==> src/rtl/can_restricted_mode_ctrl.sv <==
module can_restricted_mode_ctrl #(
  parameter int IDLE_BITS = 11
) (
  input  logic clk,
  input  logic rst_n,
  input  logic sw_wr,
  input  logic sw_wdata,
  input  logic cfg_en,
  input  logic init_en,
  input  logic tx_underrun,
  input  logic err_evt,
  input  logic ovl_evt,
  input  logic rx_bit,
  input  logic bit_tick,
  input  logic eng_tx_bit,
  input  logic eng_ack_slot,
  input  logic log_active,
  output logic mode_on,
  output logic tx_bit,
  output logic bus_ready,
  output logic cnt_freeze
);
  localparam int CW = $clog2(IDLE_BITS + 1);
  localparam logic [CW-1:0] LAST = CW'(IDLE_BITS - 1);

  logic [CW-1:0] idle_cnt;
  logic          sw_set_ok, sw_clr, fault;

  assign sw_set_ok = sw_wr & sw_wdata & cfg_en & init_en;
  assign sw_clr    = sw_wr & ~sw_wdata;
  assign fault     = mode_on & (err_evt | ovl_evt);

  always_ff @(posedge clk or negedge rst_n) begin
    if (!rst_n)                        mode_on <= 1'b0;
    else if (tx_underrun || sw_set_ok) mode_on <= 1'b1;
    else if (sw_clr)                   mode_on <= 1'b0;
  end

  always_ff @(posedge clk or negedge rst_n) begin
    if (!rst_n) begin
      bus_ready <= 1'b1;
      idle_cnt  <= '0;
    end else if (fault) begin
      bus_ready <= 1'b0;
      idle_cnt  <= '0;
    end else if (!bus_ready && bit_tick) begin
      if (!rx_bit) begin
        idle_cnt <= '0;
      end else if (idle_cnt == LAST) begin
        idle_cnt  <= '0;
        bus_ready <= 1'b1;
      end else begin
        idle_cnt <= idle_cnt + 1'b1;
      end
    end
  end

  assign tx_bit     = (mode_on && (!eng_ack_slot || !bus_ready)) ? 1'b1 : eng_tx_bit;
  assign cnt_freeze = mode_on & log_active;
endmodule


==> config.mk <==
export PLATFORM = sky130hd
export DESIGN_NAME = can_restricted_mode_ctrl
export DESIGN_NICKNAME = d
export VERILOG_FILES = /design/src/rtl/can_restricted_mode_ctrl.sv
export SDC_FILE = /design/constraint.sdc
export NUM_CORES = 1
export LEC_CHECK = 0
export CAP_MARGIN = 20
export CORE_AREA = 4 4 41 43
export DETAILED_ROUTE_END_ITERATION = 16
export DIE_AREA = 0 0 45 47
export SYNTH_ARGS = -nofsm -noshare
export SYNTH_HDL_FRONTEND = slang
export SYNTH_SLANG_ARGS = --single-unit
export TNS_END_PERCENT = 10
==> constraint.sdc <==
create_clock -name clk -period 1.95 [get_ports clk]
set_clock_uncertainty 0.2 [all_clocks]
set_input_delay 0.585 -clock clk [delete_from_list [all_inputs] [get_ports clk]]
set_output_delay 0.585 -clock clk [all_outputs]
set_load 0.01 [all_outputs]
==> results of run 1 <==
## cells by family (layout without fill, tap and decap cells)
logic type	count (synthesis)	in the layout	share of synthesized area (%)
adders and majority gates	2	2	6.733
AOI/OAI and AO/OA	13	13	24.92
buffers and inverters	1	24	1.009
DFF	6	6	40.74
xor gates and xnor gates	1	1	2.357
and+or+nand+nor	15	15	24.24
## final cells by class
type / count / area, µm²
inverters: 1 / 3.754
clock buffers: 4 / 26.28
well taps: 15 / 18.77
multi-input cells: 31 / 216.5
repair buffers: 19 / 168.9
fillers: 147 / 715.7
flip-flops and latches: 6 / 151.4
## state kept, by name, summed over array words and instances, names as in the netlist
name and count:
mode_on 1, bus_ready 1, idle_cnt 4
## critical path: cells and delay by family
family	cells	cell delay (ps)
AND/OR/NAND/NOR	1	40
AO/OA/AOI/OAI	1	140
buffers and inverters	2	320
## synth_stat cells (all sizes together), types with 2 or more instances
cell / number / area, µm²
nor2b: 4 / 32.53
nand4: 2 / 12.51
o31ai: 2 / 15.01
nand2: 3 / 11.26
dfrtp: 5 / 125.1
ha: 2 / 25.02
o211ai: 2 / 20.02
nand3: 2 / 10.01
o21ai: 3 / 15.01
## metal layers
metal,vias to the layer above,track usage [%]
met5,-,0
met4,0,5.263
met3,0,2.682
met2,13,12.99
met1,167,10.14
li1,189,-
## per-stage QoR
stage | worst slack, ps | util (%) | hold slack [ps] | area [µm²] | setup TNS (ps)
final | 74.99 | 45.00 | 349.8 | 585.6 | 0
after detailed placement | -559.6 | 44.23 | 338.1 | 575.6 | -1080
after global routing | 21.63 | 45.00 | 383.5 | 585.6 | 0
after floorplan | 326.6 | - | 89.41 | 371.6 | 0
after global placement | -556.9 | 44.23 | 340.9 | 575.6 | -1064
after CTS | 65.78 | 45.00 | 345.1 | 585.6 | 0
## power breakdown
| part | leakage (µW) | switching, µW | total (µW) | internal [µW] |
|---|---|---|---|---|
| clock | 0.0000150 | 43.7 | 121 | 77.4 |
| sequential | 0.0000756 | 3.40 | 131 | 128 |
| combinational | 0.000157 | 22.9 | 58.5 | 35.6 |
## worst min path at each step
stage	startpoint	to	slack, ps	cells past startpoint
final	idle_cnt[0]	idle_cnt[0]	350	1
after global routing	rst_n	idle_cnt[1]	380	1
after CTS	idle_cnt[0]	idle_cnt[0]	350	1
after detailed placement	idle_cnt[0]	idle_cnt[0]	340	1
after global placement	idle_cnt[0]	idle_cnt[0]	340	1
after floorplan	rst_n	idle_cnt[0]	90	0
==> flow_summary.ini, run 1 <==
[run_status]
outcome = complete, no violations

[sta]
tightest_slew_ps = 288.7
post-route-period-util_pct = 96.15
max_freq_mhz = 533.3
finalHoldViolations = 0
min_period_ps = 1875
grt_setup_unrepaired = false
slew_headroom_pct = 80.62
setup-violations-final = 0
drv_slew = 0

[route]
via_per_inst = 4.855
via_count = 369
drc = 0
finalWirelength_um = 836
wl_met1_um = 379
drtPass1Iterations = 4
postRouteAntennaNets = 0
wl_met2_um = 385
wl_per_cell_um = 11.00
drt_iter0_drc = 2
top_layer = met3
wl_met3_um = 71

[global_route]
grt_remaining_overflow = 0
grt_max_degree = 7
first_global_vias = 333
antenna_found_initial = 0
grt_pass1_wl_um = 1276
grt_use_total_pct = 8.413

[floorplan]
dieArea_um2 = 2115
die_w_um = 45
core_um2 = 1301
ios = 18
fp.dieH_um = 47
start_util_pct = 28.56
rows = 13

[cts]
htree_levels = 1
cts_setup_buffers = 0
cts_inserted_buffers = 3
root_buffer = clkbuf_4
cts_tree = done
clock_path_buffers = 2
clock_latency_ps = 240
path_clk_slew_ps = 50
post_cts_resized = 13
cts_sinks = 6
hold_buffers = 0

[pwr]
ir_drop_mv = 0.2679
powerDensity_nw_per_um2 = 531.1
report.power.total_uw = 311.0
p_leak_uw = 0.0002471

[layout]
antennaDiodeCount = 0
mostFrequentLayoutCells = 10 x clkdlybuf4s50_1, 5 x dfrtp_1, 5 x dlygate4sd2_1
layout_commonest_cell = clkdlybuf4s50_1
drive_above_1_share_pct = 16.39
nets = 78
final_cells = 76
area_growth_pct = 57.58

[placed_design]
gp_congestion = 0.7927
port_buffers = 17
hpwl_um = 721.3
dp.cells = 72

[setup_path]
endpoint_kind = output port
r2r_setup_slack_ps = 530
startpoint = eng_ack_slot
cp_max_fo = 1
crit_type = input pin to output port
cp_slowest_stage_delay_ps = 190
r2r_end = idle_cnt[1]
cp-endpoint = tx_bit
reg2regPathDepth = 5
rr_startpoint = idle_cnt[0]
cp_cell_sequence = dlygate4sd2_1 > nand2_1 > a21o_1 > buf_2
cp-start-kind = input pin
cpMaxStageDelayCell = dlygate4sd2_1
worstPathArrival_ps = 1090
critPathRequiredTime_ps = 1160

[logic_synthesis]
ys_seq_area_share_pct = 40.74
yosysUniqueCellTypes = 24
syn-instance-count = 38
synthArstFlopShare_pct = 100.0
ys_warn_count = 0
synth-seq-cells = 6
synth_nets = 54
syn_avg_cell_area_um2 = 9.779
synth_edf_count = 0
synth_top_flop_cell = dfrtp_1
synthesis.area_um2 = 371.6

[worst_hold_path]
hp-class = flip-flop to flip-flop

[flow_run]
maxCapViolCount = 0
Note: power is estimated with default switching activity, not from simulation.
==> run 2: changes to the inputs <==
--- a/config.mk
+++ b/config.mk
@@ -5,7 +5,6 @@
 export SDC_FILE = /design/constraint.sdc
 export NUM_CORES = 1
 export LEC_CHECK = 0
-export CAP_MARGIN = 20
 export CORE_AREA = 4 4 41 43
 export DETAILED_ROUTE_END_ITERATION = 16
 export DIE_AREA = 0 0 45 47
==> results of run 2 <==
Same layout as run 1: the final DEF is identical, and so are final timing and power.
==> run 3: changes to the inputs <==
==> constraint.sdc (replaced) <==
create_clock -name clk -period 1.57 [get_ports clk]
set_clock_uncertainty 0.2 [all_clocks]
set_input_delay 0.471 -clock clk [delete_from_list [all_inputs] [get_ports clk]]
set_output_delay 0.471 -clock clk [all_outputs]
set_load 0.01 [all_outputs]
==> flow_summary.ini, run 3 (same netlist as run 1, synthesis figures left out) <==
[cts]
cts_inserted_buffers = 3
cts_sinks = 6
hold_buffers = 0
path_clk_slew_ps = 50
clock_path_buffers = 2
htree_levels = 1
root_buffer = clkbuf_4
cts_setup_buffers = 0
cts_tree = done
clock_latency_ps = 240

[route]
drtPass1Iterations = 2
via_count = 365
drc = 0
finalWirelength_um = 800
drt_iter0_drc = 1
via_per_inst = 4.740
wl_per_cell_um = 10.39
postRouteAntennaNets = 0

[layout]
nets = 79
largest_reg_flops = 4
layout_commonest_cell = clkdlybuf4s50_1
n_fill_cell = 141
final_util_pct = 46.15
drive_above_1_share_pct = 22.58
largestRegisters = idle_cnt x4, bus_ready x1, mode_on x1
mostFrequentLayoutCells = 9 x clkdlybuf4s50_1, 5 x dfrtp_1
multi_input_area_um2 = 224.0
top_register = idle_cnt
regArea_um2 = 151.4
antennaDiodeCount = 0
area_growth_pct = 61.62

[global_route]
grt_pass1_wl_um = 1373
antenna_found_initial = 0
first_global_vias = 366
grt_use_total_pct = 9.040
grt_remaining_overflow = 0
grt_max_degree = 7

[placed_design]
hpwl_um = 686.3
port_buffers = 17
dp_slack_ps = -717.6
gp_congestion = 0.7870

[pwr]
powerDensity_nw_per_um2 = 650.5
ir_drop_mv = 0.3239
switching_power_uw = 88.53
switching_share_pct = 22.66
p_leak_uw = 0.0002643
report.power.total_uw = 390.7
p_comb_share_pct = 19.6
pwr-share-clk_pct = 38.6
pwr-share-seq_pct = 41.8
intPower_uw = 302.2

[setup_path]
crit_type = flip-flop to output port
cpMaxStageDelayCell = dfstp_2
endpoint_kind = output port
critPathRequiredTime_ps = 900
cp_cell_sequence = nand2_1 > a21o_1 > buf_2
worstPathArrival_ps = 1090
cp_max_fo = 3
cp_slowest_stage_delay_ps = 530
cp-start-kind = flip-flop

[sta]
slew_headroom_pct = 80.70
setup_slack_ps = -186.6
tightest_slew_ps = 287.6
setup-violations-final = 3
finalHoldViolations = 0
finalSetupTns_ps = -319.5
max_freq_mhz = 569.3
whs_ps = 265.3
min_period_ps = 1757
post-route-period-util_pct = 111.9
drv_slew = 0
grt_setup_unrepaired = true

[floorplan]
die_w_um = 45
core_um2 = 1301
rows = 13
ios = 18
fp.dieH_um = 47
dieArea_um2 = 2115
start_util_pct = 28.56

[run_status]
violations = negative setup slack
outcome = finished, violations left

[flow_run]
maxCapViolCount = 0

[worst_hold_path]
hp-class = input pin to async pin
run 3: layer usage:
layer  GRT usage, %  vias to the layer above  wire (µm)
met1          10.80                      164        360
met5              0                        -          0
met3          2.682                        0         86
met4          7.018                        0          0
met2          13.56                       13        354
li1               -                      188          -
run 3: path summary, 6_finish.rpt:
kind	start	slack, ps	end	cells past startpoint
min in group clk	idle_cnt[0]	360	idle_cnt[0]	1
max in group asynchronous	rst_n	630	bus_ready	1
worst max-delay path	bus_ready	-190	tx_bit	3
worst min-delay path	rst_n	270	idle_cnt[3]	1
worst max register to register	idle_cnt[0]	130	idle_cnt[1]	5
worst min register to register	idle_cnt[0]	360	idle_cnt[0]	1
run 3: timing repair:
action / 4_1_cts / 5_1_grt
pin swaps: 3 / 2
gates resized for setup: 15 / 4
setup endpoints to repair: 4 / 8
run 3: stage by stage:
step	cells	instance area, µm²
floorplan	38	371.6
global placement	73	583.1
detailed placement	73	583.1
CTS	77	595.6
global route	77	600.6
finish	77	600.6
run 3: power groups by stage:
stage          clock network (µW)  registers, µW  logic [µW]
2_1_floorplan                   0            166        25.2
3_3_place_gp                    0            165        82.9
3_5_place_dp                    0            165        83.2
4_1_cts                       156            163        77.7
5_1_grt                       170            164        84.9
6_report                      151            163        76.7
run 3: layout make-up:
cell class / instances / share of cell area (%)
Timing Repair Buffer: 20 / 29.37
Tap cell: 15 / 3.125
Clock buffer: 4 / 4.375
Sequential cell: 6 / 25.21
Inverter: 1 / 0.6250
Multi-Input combinational cell: 31 / 37.29
run 3: worst max-delay path: cells and delay by family (launching register included):
| kind | cells | cell delay [ps] |
|---|---|---|
| flops | 1 | 530 |
| compound gates | 1 | 140 |
| buf+inv | 1 | 130 |
| simple gates | 1 | 50 |
